==> src/rtl/vtg_pkg.sv <==
package vtg_pkg;

    typedef enum logic [1:0] {
        SEG_ACT  = 2'd0,
        SEG_FP   = 2'd1,
        SEG_SYNC = 2'd2,
        SEG_BP   = 2'd3
    } seg_e;

    // Segment of a position given the lengths of the first three segments.
    function automatic seg_e seg_of(input logic [31:0] pos,
                                    input logic [31:0] len_act,
                                    input logic [31:0] len_fp,
                                    input logic [31:0] len_sync);
        if (pos < len_act)
            return SEG_ACT;
        else if (pos < len_act + len_fp)
            return SEG_FP;
        else if (pos < len_act + len_fp + len_sync)
            return SEG_SYNC;
        else
            return SEG_BP;
    endfunction

endpackage

==> src/rtl/vtg_line_ctr.sv <==
module vtg_line_ctr
    import vtg_pkg::*;
#(
    parameter int unsigned HW = 12,
    localparam int unsigned PW = HW + 2
) (
    input  logic          clk,
    input  logic          rst_n,
    input  logic          start_i,
    input  logic          run_i,
    input  logic [HW-1:0] hact_i,
    input  logic [HW-1:0] hfp_i,
    input  logic [HW-1:0] hsw_i,
    input  logic [HW-1:0] hbp_i,
    output logic [PW-1:0] hpos_o,
    output logic [PW-1:0] hpos_nx_o,
    output logic          eol_o,
    output seg_e          hseg_o
);

    typedef struct packed {
        logic [PW-1:0] hpos;
    } line_st_t;

    line_st_t      q, d;
    logic [PW-1:0] htot;
    logic [PW-1:0] hlast;
    logic          eol;

    always_comb begin
        htot  = PW'(hact_i) + PW'(hfp_i) + PW'(hsw_i) + PW'(hbp_i);
        hlast = htot - PW'(1);
        eol   = (q.hpos == hlast);
        d     = q;
        if (start_i)
            d.hpos = '0;
        else if (run_i)
            d.hpos = eol ? '0 : q.hpos + PW'(1);
        else
            d.hpos = '0;
    end

    always_ff @(posedge clk or negedge rst_n) begin
        if (!rst_n)
            q <= '0;
        else
            q <= d;
    end

    assign hpos_o    = q.hpos;
    assign hpos_nx_o = d.hpos;
    assign eol_o     = eol;
    assign hseg_o    = seg_of(32'(q.hpos), 32'(hact_i), 32'(hfp_i), 32'(hsw_i));

    // the line position never passes the programmed line length
    assert_hpos_range_R2: assert property (@(posedge clk) disable iff (!rst_n)
        run_i |-> (q.hpos <= hlast));

endmodule

==> src/rtl/vtg_field_ctl.sv <==
module vtg_field_ctl
    import vtg_pkg::*;
#(
    parameter int unsigned VW = 11,
    parameter int unsigned PW = 14,
    localparam int unsigned VPW = VW + 2
) (
    input  logic          clk,
    input  logic          rst_n,
    input  logic          en_i,
    input  logic          cont_i,
    input  logic          interlace_i,
    input  logic          odd_first_i,
    input  logic          irq_clr_i,
    input  logic          eol_i,
    input  logic [PW-1:0] hpos_nx_i,
    input  logic [VW-1:0] ev_act_i,
    input  logic [VW-1:0] ev_fp_i,
    input  logic [VW-1:0] ev_sw_i,
    input  logic [VW-1:0] ev_bp_i,
    input  logic [PW-1:0] ev_dly_i,
    input  logic [VW-1:0] od_act_i,
    input  logic [VW-1:0] od_fp_i,
    input  logic [VW-1:0] od_sw_i,
    input  logic [VW-1:0] od_bp_i,
    input  logic [PW-1:0] od_dly_i,
    output logic          run_o,
    output logic          start_o,
    output logic          field_o,
    output logic          vsync_o,
    output logic          irq_o,
    output seg_e          vseg_o
);

    typedef struct packed {
        logic           run;
        logic           en_prev;
        logic           field;
        logic           vsync;
        logic           irq;
        logic [VPW-1:0] vpos;
    } fld_st_t;

    fld_st_t        q, d;
    logic [VPW-1:0] ev_tot, od_tot, cur_tot;
    logic [VPW-1:0] cur_act, cur_fp, cur_sw;
    logic [VPW-1:0] nx_act, nx_fp, nx_sw;
    logic [PW-1:0]  nx_dly;
    logic           cur_sel, nx_sel, start, keep, last_line, irq_set;
    seg_e           nx_seg;

    always_comb begin
        ev_tot    = VPW'(ev_act_i) + VPW'(ev_fp_i) + VPW'(ev_sw_i) + VPW'(ev_bp_i);
        od_tot    = VPW'(od_act_i) + VPW'(od_fp_i) + VPW'(od_sw_i) + VPW'(od_bp_i);
        cur_sel   = interlace_i & q.field;
        cur_tot   = cur_sel ? od_tot : ev_tot;
        cur_act   = cur_sel ? VPW'(od_act_i) : VPW'(ev_act_i);
        cur_fp    = cur_sel ? VPW'(od_fp_i)  : VPW'(ev_fp_i);
        cur_sw    = cur_sel ? VPW'(od_sw_i)  : VPW'(ev_sw_i);
        last_line = (q.vpos == cur_tot - VPW'(1));
        start     = ~q.run & en_i & ~q.en_prev;
        keep      = cont_i & en_i;

        d         = q;
        d.en_prev = en_i;
        if (start) begin
            d.run   = 1'b1;
            d.vpos  = '0;
            d.field = interlace_i & odd_first_i;
        end else if (q.run && eol_i) begin
            if (last_line) begin
                d.vpos = '0;
                if (keep)
                    d.field = interlace_i & ~q.field;
                else
                    d.run = 1'b0;
            end else begin
                d.vpos = q.vpos + VPW'(1);
            end
        end

        // Look ahead at the next position so vsync and irq land on it exactly.
        nx_sel = interlace_i & d.field;
        nx_act = nx_sel ? VPW'(od_act_i) : VPW'(ev_act_i);
        nx_fp  = nx_sel ? VPW'(od_fp_i)  : VPW'(ev_fp_i);
        nx_sw  = nx_sel ? VPW'(od_sw_i)  : VPW'(ev_sw_i);
        nx_dly = nx_sel ? od_dly_i : ev_dly_i;
        nx_seg = seg_of(32'(d.vpos), 32'(nx_act), 32'(nx_fp), 32'(nx_sw));

        if (!d.run)
            d.vsync = 1'b0;
        else if (hpos_nx_i == nx_dly)
            d.vsync = (nx_seg == SEG_SYNC);

        irq_set = d.run & (hpos_nx_i == '0) & (d.vpos == nx_act);
        d.irq   = irq_set | (q.irq & ~irq_clr_i);
    end

    always_ff @(posedge clk or negedge rst_n) begin
        if (!rst_n)
            q <= '0;
        else
            q <= d;
    end

    assign run_o   = q.run;
    assign start_o = start;
    assign field_o = q.field;
    assign vsync_o = q.vsync;
    assign irq_o   = q.irq;
    assign vseg_o  = seg_of(32'(q.vpos), 32'(cur_act), 32'(cur_fp), 32'(cur_sw));

    // scanning always begins on the first line
    assert_start_origin_R8: assert property (@(posedge clk) disable iff (!rst_n)
        $rose(q.run) |-> (q.vpos == '0));

    // scanning only ends after the last clock of a field
    assert_stop_boundary_R9: assert property (@(posedge clk) disable iff (!rst_n)
        $fell(q.run) |-> $past(eol_i && last_line));

    // the status only rises on the first front-porch line
    assert_irq_entry_R7: assert property (@(posedge clk) disable iff (!rst_n)
        $rose(q.irq) |-> (q.run && (q.vpos == cur_act)));

    // no vertical sync while idle
    assert_vsync_idle_R4: assert property (@(posedge clk) disable iff (!rst_n)
        !q.run |-> !q.vsync);

    // interlaced fields alternate across a field boundary
    assert_field_alt_R5: assert property (@(posedge clk) disable iff (!rst_n)
        (q.run && $past(q.run) && $past(eol_i && last_line) && interlace_i)
            |-> (q.field != $past(q.field)));

endmodule

==> src/rtl/vtg_top.sv <==
module vtg_top
    import vtg_pkg::*;
#(
    parameter int unsigned HW = 12,
    parameter int unsigned VW = 11,
    localparam int unsigned PW = HW + 2
) (
    input  logic          clk,
    input  logic          rst_n,
    input  logic          en_i,
    input  logic          cont_i,
    input  logic          interlace_i,
    input  logic          odd_first_i,
    input  logic          pix_rep_i,
    input  logic          irq_en_i,
    input  logic          irq_clr_i,
    input  logic [HW-1:0] hact_i,
    input  logic [HW-1:0] hfp_i,
    input  logic [HW-1:0] hsw_i,
    input  logic [HW-1:0] hbp_i,
    input  logic [VW-1:0] ev_act_i,
    input  logic [VW-1:0] ev_fp_i,
    input  logic [VW-1:0] ev_sw_i,
    input  logic [VW-1:0] ev_bp_i,
    input  logic [PW-1:0] ev_dly_i,
    input  logic [VW-1:0] od_act_i,
    input  logic [VW-1:0] od_fp_i,
    input  logic [VW-1:0] od_sw_i,
    input  logic [VW-1:0] od_bp_i,
    input  logic [PW-1:0] od_dly_i,
    output logic          run_o,
    output logic          field_o,
    output logic          hsync_o,
    output logic          vsync_o,
    output logic          de_o,
    output logic          pix_req_o,
    output logic          irq_stat_o,
    output logic          irq_o
);

    logic [PW-1:0] hpos, hpos_nx;
    logic          eol, start, run;
    seg_e          hseg, vseg;

    vtg_line_ctr #(.HW(HW)) u_line (
        .clk       (clk),
        .rst_n     (rst_n),
        .start_i   (start),
        .run_i     (run),
        .hact_i    (hact_i),
        .hfp_i     (hfp_i),
        .hsw_i     (hsw_i),
        .hbp_i     (hbp_i),
        .hpos_o    (hpos),
        .hpos_nx_o (hpos_nx),
        .eol_o     (eol),
        .hseg_o    (hseg)
    );

    vtg_field_ctl #(.VW(VW), .PW(PW)) u_field (
        .clk         (clk),
        .rst_n       (rst_n),
        .en_i        (en_i),
        .cont_i      (cont_i),
        .interlace_i (interlace_i),
        .odd_first_i (odd_first_i),
        .irq_clr_i   (irq_clr_i),
        .eol_i       (eol),
        .hpos_nx_i   (hpos_nx),
        .ev_act_i    (ev_act_i),
        .ev_fp_i     (ev_fp_i),
        .ev_sw_i     (ev_sw_i),
        .ev_bp_i     (ev_bp_i),
        .ev_dly_i    (ev_dly_i),
        .od_act_i    (od_act_i),
        .od_fp_i     (od_fp_i),
        .od_sw_i     (od_sw_i),
        .od_bp_i     (od_bp_i),
        .od_dly_i    (od_dly_i),
        .run_o       (run),
        .start_o     (start),
        .field_o     (field_o),
        .vsync_o     (vsync_o),
        .irq_o       (irq_stat_o),
        .vseg_o      (vseg)
    );

    always_comb begin
        run_o     = run;
        de_o      = run & (hseg == SEG_ACT) & (vseg == SEG_ACT);
        hsync_o   = run & (hseg == SEG_SYNC);
        pix_req_o = de_o & (~pix_rep_i | ~hpos[0]);
        irq_o     = irq_stat_o & irq_en_i;
    end

endmodule

==> config.mk <==
export PLATFORM = sky130hd
export DESIGN_NAME = vtg_top
export DESIGN_NICKNAME = d
export VERILOG_FILES = /design/src/rtl/vtg_pkg.sv /design/src/rtl/vtg_line_ctr.sv /design/src/rtl/vtg_field_ctl.sv /design/src/rtl/vtg_top.sv
export SDC_FILE = /design/constraint.sdc
export NUM_CORES = 1
export LEC_CHECK = 0
export ABC_CLOCK_PERIOD_IN_PS = 10550
export BUFFER_PORTS_ARGS = -buffer_cell sky130_fd_sc_hd__buf_2
export CAP_MARGIN = 20
export CORE_UTILIZATION = 32
export CTS_BUF_LIST = sky130_fd_sc_hd__clkbuf_8
export CTS_CLUSTER_DIAMETER = 100
export DETAILED_ROUTE_END_ITERATION = 10
export PLACE_DENSITY_LB_ADDON = 0.25
export SYNTH_ARGS = -nofsm -noshare
export SYNTH_HDL_FRONTEND = slang
export SYNTH_SLANG_ARGS = --single-unit
==> constraint.sdc <==
create_clock -name clk -period 10.55 [get_ports clk]
set_clock_uncertainty 0.2 [all_clocks]
set_input_delay 1.055 -clock clk [delete_from_list [all_inputs] [get_ports clk]]
set_output_delay 1.055 -clock clk [all_outputs]
set_load 0.05 [all_outputs]
Word level (Yosys, flattened, before mapping)
Index checks and enable logic that the tools add are counted.
Storage, ports and cells
  bits in registers: 32
  bits of input ports: 173
  output and inout port bits: 8
  word-level logic and storage cells: 102
Operators by class
  add/sub/neg operators: 19
  order comparisons: 9
  equal/unequal tests: 7
  mux-type cells: 33
  bitwise logic cells: 23
  reduce and logical (&&, ||, !) cells: 4
Operators by type and width (count)
  13-bit by 32-bit < comparator with 1-bit output: 4
  11-bit two-way mux: 6
  32-bit by 13-bit adder with 32-bit output: 2
  14-bit by 32-bit < comparator with 1-bit output: 2
  14-bit two-way mux: 4
  13-bit by 11-bit adder with 13-bit output: 4
  13-bit two-way mux: 4
  32-bit by 12-bit adder with 32-bit output: 1
  13-bit by 13-bit adder with 14-bit output: 2
  14-bit by 12-bit adder with 14-bit output: 2
  14-bit equality test: 2
  12-bit by 12-bit adder with 13-bit output: 2
  13-bit equality test: 2
  13-bit < comparator: 2
  11-bit by 11-bit adder with 12-bit output: 2
  1-bit bitwise AND: 15
  14-bit by 1-bit adder with 14-bit output, second input constant: 1
  14-bit zero test: 1
  14-bit by 12-bit < comparator with 1-bit output: 1
  14-bit by 1-bit subtractor with 14-bit output, second input constant: 1
  13-bit by 1-bit adder with 13-bit output, second input constant: 1
  1-bit two-way mux: 13
  13-bit by 1-bit subtractor with 13-bit output, second input constant: 1
  2-bit two-way mux: 6
  other kinds (6): 14

Depth between registers and ports, before layout
Gate-level depths: netlist of the first run.
  word-level depth: 20
  depth in mapped cells: 57
  gate-level depth less buffers: 53

By module
Synthesis of the first run repeated with hierarchy kept, for this count alone.
Unflattened totals
  cells, all modules: 1473
  area total of the unflattened synthesis: 11991.5 um^2
By module, submodules not included
  vtg_field_ctl: instances 1, cells each 975, area each 7766.2 um^2, seq. area each 450.4 um^2
  vtg_line_ctr: instances 1, cells each 491, area each 4156.5 um^2, seq. area each 350.3 um^2
  vtg_top: instances 1, cells each 7, area each 68.8 um^2, seq. area each 0.0 um^2

Worst setup path before layout of the first run
No wires, ideal clock.
  kind: input-to-reg
  from: in hact_i[0]
  to: reg u_field.q, in the netlist u_field.vsync_o
  library setup time: 0.079 ns
  arrival: 11.288 ns
  required time: 10.271 ns
  slack: -1.017 ns
  cell stages on the path: 57
  path buffers: 4
  path through: ha_1 > fa_1 > a21oi_1 > nor2_1 > nor2_1 > o21bai_1 > a21oi_1 > o21bai_1 > a21oi_1 > o21bai_1 > a21oi_1 > xnor2_1 > inv_1 > ha_1 > inv_1 > fa_1 > ha_1 > a2111oi_0 > (+21 left out) > nor2_1 > xnor2_1 > ha_1 > inv_1 > o21ai_0 > a21oi_1 > o21bai_1 > a21oi_1 > o21bai_1 > xnor2_1 > ha_1 > a21o_1 > a21oi_1 > nor2b_1 > a2111oi_0 > o311a_1 > nand3_1 > mux2i_1
On the way
  word-level cells in the longest chain between the ends: 19
  elaborated cells on any way between the ends: 33
  classes of those cells: add/sub: 6; order compare: 3; eq/ne: 4; mux: 18; bitwise: 1; reduce/logical: 1
RTL lines
  start, declared: RTL line vtg_top.sv:17  | input logic [HW-1:0] hact_i,
  12-bit by 12-bit adder with 13-bit output *: RTL line vtg_line_ctr.sv:31  | htot = PW'(hact_i) + PW'(hfp_i) + PW'(hsw_i) + PW'(hbp_i);
  14-bit by 12-bit adder with 14-bit output * (2 in series): RTL line vtg_line_ctr.sv:31
  14-bit by 1-bit subtractor with 14-bit output *: RTL line vtg_line_ctr.sv:32  | hlast = htot - PW'(1);
  14-bit equality test *: RTL line vtg_line_ctr.sv:33  | eol = (q.hpos == hlast);
  1-bit logical AND: RTL line vtg_field_ctl.sv:70  | end else if (q.run && eol_i) begin
  1-bit two-way mux: RTL line vtg_field_ctl.sv:70
  1-bit two-way mux: RTL line vtg_field_ctl.sv:66  | if (start) begin
  1-bit bitwise AND: RTL line vtg_field_ctl.sv:83  | nx_sel = interlace_i & d.field;
  (+2 left out)
  32-bit by 13-bit adder with 32-bit output: RTL line vtg_pkg.sv:19  | else if (pos < len_act + len_fp + len_sync)
  13-bit by 32-bit < comparator with 1-bit output: RTL line vtg_pkg.sv:19
  1-bit two-way mux: RTL line vtg_pkg.sv:19
  2-bit two-way mux: RTL line vtg_pkg.sv:17  | else if (pos < len_act + len_fp)
  2-bit two-way mux: RTL line vtg_pkg.sv:15  | if (pos < len_act)
  2-bit equality test: RTL line vtg_field_ctl.sv:93  | d.vsync = (nx_seg == SEG_SYNC);
  1-bit two-way mux: RTL line vtg_field_ctl.sv:92  | else if (hpos_nx_i == nx_dly)
  1-bit two-way mux: RTL line vtg_field_ctl.sv:90  | if (!d.run)
  end signal, assigned: RTL line vtg_field_ctl.sv:101  | q <= '0;
  end signal, assigned: RTL line vtg_field_ctl.sv:103  | q <= d;
  end, declared: RTL line vtg_field_ctl.sv:44  | fld_st_t q, d;
Mark *: on every way between the ends. The rest lies on a longest branch, timed or not. The select of a mux whose other input is x is not followed.
A chain may end at the register's enable or synchronous reset.

Worst setup path in the final report of the first run
Ends and elaborated chain as after synthesis.

==> run_results.csv, run 1 <==
group,metric,value,unit
floorplan,initial_core_util,32.7,%
synth,synthDistinctLibCells,80,
clock_network,clk_pin_slew,60,ps
sta,finalSetupViolations,0,
critical_path,path_class,"in -> reg",
critical_path,r2r_slack,2460,ps
layout,nNetsFinal,2245,
sta,whs,339,ps
clock_network,insertion_delay,280,ps
clock_network,htree_levels,2,
floorplan,core-area,33700,um^2
synth,synth.avg_cell_area,7.69,um^2
global_route,grt_pass1_wl,56000,um
flow_run,drv_cap,0,
floorplan,dieArea,35100,um^2
synth,synth_nets,1844,
synth,ys_ff_latch,32,
place,port-buffer-count,180,
critical_path,start_kind,"input port",
global_route,grt_use_total,19.8,%
sta,final-hold-violation-count,0,
clock_network,cts.sinks,32,
critical_path,cp-end-kind,"flop",
place,gp_congestion,0.906,
routing,totalWireLength,35700,um
critical_path,cp.required,10560,ps
critical_path,reg2reg_to,"u_field.vsync_o$_DFFE_PN0P_",
sta,final.period_utilization,99.1,%
clock_network,clk_path_buf_depth,2,
synth,syn_inst,1431,
synth,yosysWarnings,0,
layout,final_util,43.4,%
critical_path,worstReg2RegStart,"u_field.field_o$_DFF_PN0_",
floorplan,io_pins,181,
critical_path,cp.arrival,10460,ps
synth,synthFlopType,"dfrtp_1",
sta,fin_crit,10450,ps
critical_path,critPathMaxStageDelay,440,ps
place,dpl-instance-area,14100,um^2
layout,syn_to_final_growth,32.9,%
routing,first_iter_violations,423,
clock_network,cts-root-buf,"clkbuf_8",
layout,diodes,0,
routing,post_drt_via_cell_ratio,4.94,
routing,drt-pass1-iter-count,4,
critical_path,slowest_stage,"or4b_1",
critical_path,r2r_cells,37,
global_route,grt_max_degree,33,
routing,wl_per_cell,15.7,um
floorplan,die_w,187,um
sta,fmax,95.7,MHz
clock_network,cts-buffers-inserted,5,
sta,slew_headroom,40.5,%
routing,post-route-drc-count,0,
pwr,power_density,151,nW/um^2
place,dp_hpwl,31600,um
critical_path,cp-startpoint,"hact_i[0]",
global_route,grt_pass1_vias,10932,
routing,wl_met3,1040,um
critical_path,cp_max_fo,7,
routing,top_layer_used,"met4",
clock_network,cts_tree,"yes",
clock_network,hold_buffers,0,
sta,worst_pin_slew,891,ps
pwr,irDropWorstVdd,57.8,uV
synth,ys_seq_area_share,7.27,%
floorplan,dieHeight,187,um
sta,slew_viol_final,0,
status,status,"finished, final reports clean",
floorplan,fp-row-count,67,
sta,rsz0062_at_grt,"yes",
synth,synth-edff-count,0,
synth,async_flop_share,100,%
hold_path,hp-class,"reg -> reg",
routing,num_vias,11267,
layout,drive_above_1_share,28.8,%
layout,fin_cells,2281,
place,dp_slack,-581,ps
routing,met1Wirelength,17100,um
synth,synth_area,11000,um^2
pwr,p_leak,7.76,nW
layout,stdcell_area,14600,um^2
pwr,p_total,2.22,mW
sta,fin_ws,98.0,ps
sta,finalSetupTns,0,ps
critical_path,crit_end,"u_field.vsync_o$_DFFE_PN0P_",
routing,ant_nets,0,
global_route,overflow,0,
routing,wl_met2,17100,um
place,placed_cells,2250,
global_route,antenna_found_initial,0,
==> cell families (layout without fill, tap and decap cells) <==
logic type / Yosys count / after routing / share of synthesized area (%)
DFF: 32 / 32 / 7.27
and+or+nand+nor: 376 / 376 / 17.7
adders and majority gates: 240 / 240 / 30.1
AOI/OAI and AO/OA: 322 / 322 / 19.1
buffers and inverters: 271 / 673 / 9.55
xor gates and xnor gates: 133 / 133 / 10.7
muxes: 57 / 57 / 5.50
==> worst min path at each step <==
stage	from	endpoint	slack (ps)	cells past startpoint
5_1_grt	u_field.vsync_o$_DFFE_PN0P_	u_field.vsync_o$_DFFE_PN0P_	390	2
6_report	u_field.vsync_o$_DFFE_PN0P_	u_field.vsync_o$_DFFE_PN0P_	340	2
3_3_place_gp	u_field.vsync_o$_DFFE_PN0P_	u_field.vsync_o$_DFFE_PN0P_	320	2
4_1_cts	u_field.vsync_o$_DFFE_PN0P_	u_field.vsync_o$_DFFE_PN0P_	340	2
2_1_floorplan	u_field.q[10]$_DFF_PN0_	u_field.q[10]$_DFF_PN0_	400	2
3_5_place_dp	u_field.vsync_o$_DFFE_PN0P_	u_field.vsync_o$_DFFE_PN0P_	330	2
==> critical path, delay by kind of cell <==
family / cells / cell delay, ps
compound gates: 18 / 2830
mux: 3 / 590
buf+inv: 10 / 1080
xor+xnor: 4 / 670
simple gates: 13 / 1940
fa+ha+maj: 8 / 2310
==> layer usage <==
layer / GRT usage [%] / vias to the layer above
li1: - / 5709
met1: 27.0 / 5320
met2: 35.2 / 212
met3: 0.638 / 26
met4: 3.13 / 0
met5: 0 / -
==> placed cells by master, fill, tap and decap left out, types with 5 or more instances in the layout <==
| cell type | count |
|---|---|
| nor3_1 | 17 |
| nor2b_1 | 22 |
| o21ai_0 | 70 |
| a21oi_1 | 74 |
| nor3b_1 | 5 |
| a211o_1 | 6 |
| and2_1 | 14 |
| nand3b_1 | 5 |
| mux2_2 | 23 |
| clkbuf_8 | 6 |
| buf_2 | 180 |
| dfrtp_1 | 32 |
| o22ai_1 | 5 |
| xnor2_1 | 82 |
| fa_1 | 39 |
| a21oi_2 | 14 |
| o21bai_1 | 21 |
| nand4_1 | 10 |
| a211oi_1 | 8 |
| o21ai_1 | 7 |
| a31oi_1 | 5 |
| buf_4 | 238 |
| nor2_1 | 72 |
| a21o_1 | 30 |
| o21a_1 | 15 |
| inv_1 | 244 |
| nand2_1 | 88 |
| nor4_1 | 8 |
| nand2b_1 | 27 |
| mux2i_1 | 28 |
| and3_1 | 18 |
| ha_1 | 189 |
| or3_1 | 12 |
| o211ai_1 | 10 |
| or2_2 | 6 |
| ha_4 | 8 |
| xor2_1 | 46 |
| nand3_1 | 34 |
==> state kept, by name, indices dropped and copies added, names as in the netlist <==
name,count
u_field.run_o,1
u_field.irq_o,1
u_line.hpos_o,14
u_field.vsync_o,1
u_field.field_o,1
u_field.q,14
==> timing repair <==
item | in CTS | in global routing
resized for setup | 22 | 33
endpoints found under the setup margin | 1 | 1
pin swaps | 41 | 41
setup buffers | 18 | 5
==> synthesized netlist by cell type, drive strengths merged, types with 6 or more instances <==
| library cell | n | area (um^2) |
|---|---|---|
| nand4 | 10 | 62.6 |
| and2 | 16 | 103 |
| nand2b | 27 | 169 |
| nor2b | 22 | 138 |
| nor4 | 10 | 75.1 |
| buf | 9 | 67.6 |
| a2111oi | 10 | 106 |
| mux2i | 29 | 290 |
| o211ai | 10 | 75.1 |
| nor2 | 76 | 285 |
| o21ai | 79 | 395 |
| fa | 42 | 841 |
| and3 | 18 | 113 |
| a211oi | 9 | 72.6 |
| nand2 | 91 | 344 |
| a21oi | 88 | 444 |
| nor3 | 19 | 95.1 |
| a31oi | 6 | 37.5 |
| a211o | 6 | 52.6 |
| ha | 198 | 2480 |
| or3 | 13 | 86.3 |
| o21a | 16 | 120 |
| clkbuf | 17 | 63.8 |
| or2 | 10 | 62.6 |
| xnor2 | 85 | 744 |
| nand3 | 35 | 175 |
| xor2 | 47 | 412 |
| a21o | 30 | 225 |
| mux2 | 28 | 315 |
| dfrtp | 32 | 801 |
| o21bai | 22 | 165 |
| inv | 245 | 920 |
==> where the power goes <==
group / leakage (nW) / internal (mW) / switching, mW / total (mW)
clock network: 0.0538 / 0.0512 / 0.0442 / 0.0954
logic: 7.27 / 0.972 / 0.984 / 1.96
registers: 0.433 / 0.133 / 0.0316 / 0.165
total: 7.76 / 1.16 / 1.06 / 2.22
==> final cells by class <==
type	instances	area, um^2
fill	3484	19100
timing repair buffer	420	2720
sequential	32	801
clock inverter	2	7.51
tap	448	561
inverter	245	920
multi-input combinational	1128	9540
clock buffer	6	82.6
No activity file was read; power rests on OpenSTA's default activity.
==> inputs of run 2 (changes only) <==
--- a/config.mk
+++ b/config.mk
@@ -5,8 +5,8 @@
 export SDC_FILE = /design/constraint.sdc
 export NUM_CORES = 1
 export LEC_CHECK = 0
-export ABC_CLOCK_PERIOD_IN_PS = 10550
-export BUFFER_PORTS_ARGS = -buffer_cell sky130_fd_sc_hd__buf_2
+export ABC_CLOCK_PERIOD_IN_PS = 11700
+export BUFFER_PORTS_ARGS = -buffer_cell sky130_fd_sc_hd__buf_4
 export CAP_MARGIN = 20
 export CORE_UTILIZATION = 32
 export CTS_BUF_LIST = sky130_fd_sc_hd__clkbuf_8
==> constraint.sdc (replaced) <==
create_clock -name clk -period 11.7 [get_ports clk]
set_clock_uncertainty 0.2 [all_clocks]
set_input_delay 1.17 -clock clk [delete_from_list [all_inputs] [get_ports clk]]
set_output_delay 1.17 -clock clk [all_outputs]
set_load 0.05 [all_outputs]
==> run 2 against run 1 <==
  * Sequential share of layout area increased by 0.46 points
  * Non-clock buffer count decreased by 175
  * Worst hold slack got worse by 9.1 ps
  * Worst setup slack improved by 490 ps
  * Register-to-register slack improved by 850 ps
  * Routed wire length decreased by 4.6%
  * Global-route usage decreased by 0.61 points
  * Utilization decreased by 3.4 points
==> run_results.csv, run 2 (synthesis results as in run 1) <==
group,metric,value,unit
status,status,"finished, final reports clean",
routing,drt-pass1-iter-count,5,
place,port-buffer-count,180,
hold_path,hold_depth,2,
floorplan,dieHeight,187,um
critical_path,crit_family,"compound AO/OA/AOI/OAI gates",
clock_network,cts.sinks,32,
sta,final-hold-violation-count,0,
routing,post-route-drc-count,0,
critical_path,cp_num_buf_inv,9,
hold_path,hold_path.startpoint,"u_field.vsync_o$_DFFE_PN0P_",
floorplan,die_w,187,um
floorplan,core-area,33700,um^2
layout,drive_above_1_share,19.3,%
layout,final_cell_mix,"inv_1, buf_4, ha_1",
flow_run,drv_cap,0,
floorplan,fp-row-count,67,
pwr,p_switching,0.873,mW
sta,final.period_utilization,95.0,%
routing,met1Wirelength,16300,um
critical_path,critPathMaxStageDelay,510,ps
routing,post_drt_via_cell_ratio,4.98,
global_route,grt_use_total,19.2,%
layout,diodes,0,
layout,n_fill_cell,3522,
critical_path,cp-end-kind,"flop",
routing,wl_per_cell,16.2,um
clock_network,clk_path_buf_depth,2,
floorplan,io_pins,181,
pwr,p_clk_share,4.7,%
sta,fmax,90.0,MHz
clock_network,insertion_delay,290,ps
critical_path,worstReg2RegStart,"u_field.field_o$_DFF_PN0_",
floorplan,initial_core_util,32.7,%
routing,wl_met2,16200,um
critical_path,cp.required,11710,ps
global_route,antenna_found_initial,0,
critical_path,cp.arrival,11120,ps
sta,slew_viol_final,0,
pwr,p_leak,7.02,nW
routing,ant_nets,0,
pwr,pwr-share-comb,86.5,%
global_route,overflow,0,
pwr,p_total,1.69,mW
pwr,p_seq_share,8.7,%
critical_path,crit_top_cell,"buf_4",
critical_path,reg2reg_to,"u_field.vsync_o$_DFFE_PN0P_",
sta,slew_headroom,46.0,%
clock_network,cts_tree,"yes",
pwr,switching_share,51.5,%
global_route,grt_max_degree,33,
hold_path,min_to,"u_field.vsync_o$_DFFE_PN0P_",
critical_path,r2r_cells,35,
clock_network,clk_pin_slew,60,ps
place,gp_congestion,0.870,
place,dp_hpwl,30300,um
clock_network,cts-root-buf,"clkbuf_8",
pwr,p_int,0.821,mW
clock_network,htree_levels,2,
clock_network,hold_buffers,0,
pwr,irDropWorstVdd,46.9,uV
floorplan,dieArea,35100,um^2
routing,wl_met3,1050,um
hold_path,hp-class,"reg -> reg",
critical_path,start_kind,"input port",
pwr,power_density,126,nW/um^2
sta,worst_pin_slew,798,ps
layout,final_common_cell,"inv_1",
sta,fin_crit,11120,ps
layout,nNetsFinal,2070,
global_route,grt_pass1_wl,54500,um
global_route,grt_pass1_vias,10498,
routing,totalWireLength,34100,um
layout,syn_to_final_growth,22.5,%
routing,num_vias,10484,
routing,first_iter_violations,476,
critical_path,cp_max_fo,6,
routing,top_layer_used,"met4",
critical_path,r2r_slack,3310,ps
sta,whs,330,ps
sta,finalSetupViolations,0,
clock_network,cts-buffers-inserted,5,
critical_path,path_class,"in -> reg",
critical_path,slowest_stage,"fa_1",
[run 2: changes by cell type in the layout (fill, tap and decap cells not counted), sizes merged]
cell	previous run	this run
buf	420	245
clkbuf	6	5
clkinv	0	1
inv	247	246
[run 2: cell type report]
cell class / instances / area, um^2 / area share, %
Multi-Input combinational cell: 1128 / 9280 / 68.8
Timing Repair Buffer: 245 / 1850 / 13.7
Inverter: 245 / 920 / 6.82
Sequential cell: 32 / 801 / 5.94
Tap cell: 448 / 561 / 4.16
Clock buffer: 5 / 68.8 / 0.510
Clock inverter: 2 / 8.76 / 0.0649
[run 2: power groups by stage]
stage | Combinational [mW] | Sequential, mW | Clock (mW)
after floorplan | 1.02 | 0.139 | 0
after global placement | 1.40 | 0.150 | 0
after detailed placement | 1.42 | 0.150 | 0
after CTS | 1.43 | 0.148 | 0.0824
after global routing | 1.64 | 0.151 | 0.0863
final | 1.47 | 0.148 | 0.0802
[run 2: worst max path at each step]
stage / slack (ps) / start / depth (start not counted) / end
global route: -40 / hact_i[1] / 56 / u_field.vsync_o$_DFFE_PN0P_
CTS: 20 / hact_i[0] / 55 / u_field.vsync_o$_DFFE_PN0P_
floorplan: 20 / hact_i[0] / 57 / u_field.vsync_o$_DFFE_PN0P_
finish: 580 / hact_i[1] / 54 / u_field.vsync_o$_DFFE_PN0P_
global placement: -120 / hact_i[1] / 55 / u_field.vsync_o$_DFFE_PN0P_
detailed placement: -290 / hact_i[0] / 55 / u_field.vsync_o$_DFFE_PN0P_
[run 2: per-stage QoR]
step                setup slack (ps)  std cells  setup TNS [ps]  cell area (um^2)  utilization, %
floorplan                       18.0       1431               0             11000               -
global placement                -117       2094            -117             13300            39.3
detailed placement              -292       2094            -292             13300            39.3
CTS                             17.4       2101               0             13300            39.6
global route                   -44.9       2105           -44.9             13500            40.0
finish                           584       2105               0             13500            40.0
[run 2: tightest hold or removal path: stages (launching register included)]
cell and delay [ps]:
dfrtp_1 370, nand2_1 60, mux2i_1 60
[run 2: repair_timing]
action                     4_1_cts  5_1_grt
resized for setup                1       30
pin swaps                        0       16
hold endpoints to repair         0        0
buffers inserted                 0        4
setup endpoints to repair        1        1
[run 2: per-layer routing]
metal | GRT usage [%] | vias up
met5 | 0 | -
met4 | 3.75 | 0
met3 | 1.18 | 32
met2 | 33.6 | 224
met1 | 26.0 | 4858
li1 | - | 5370
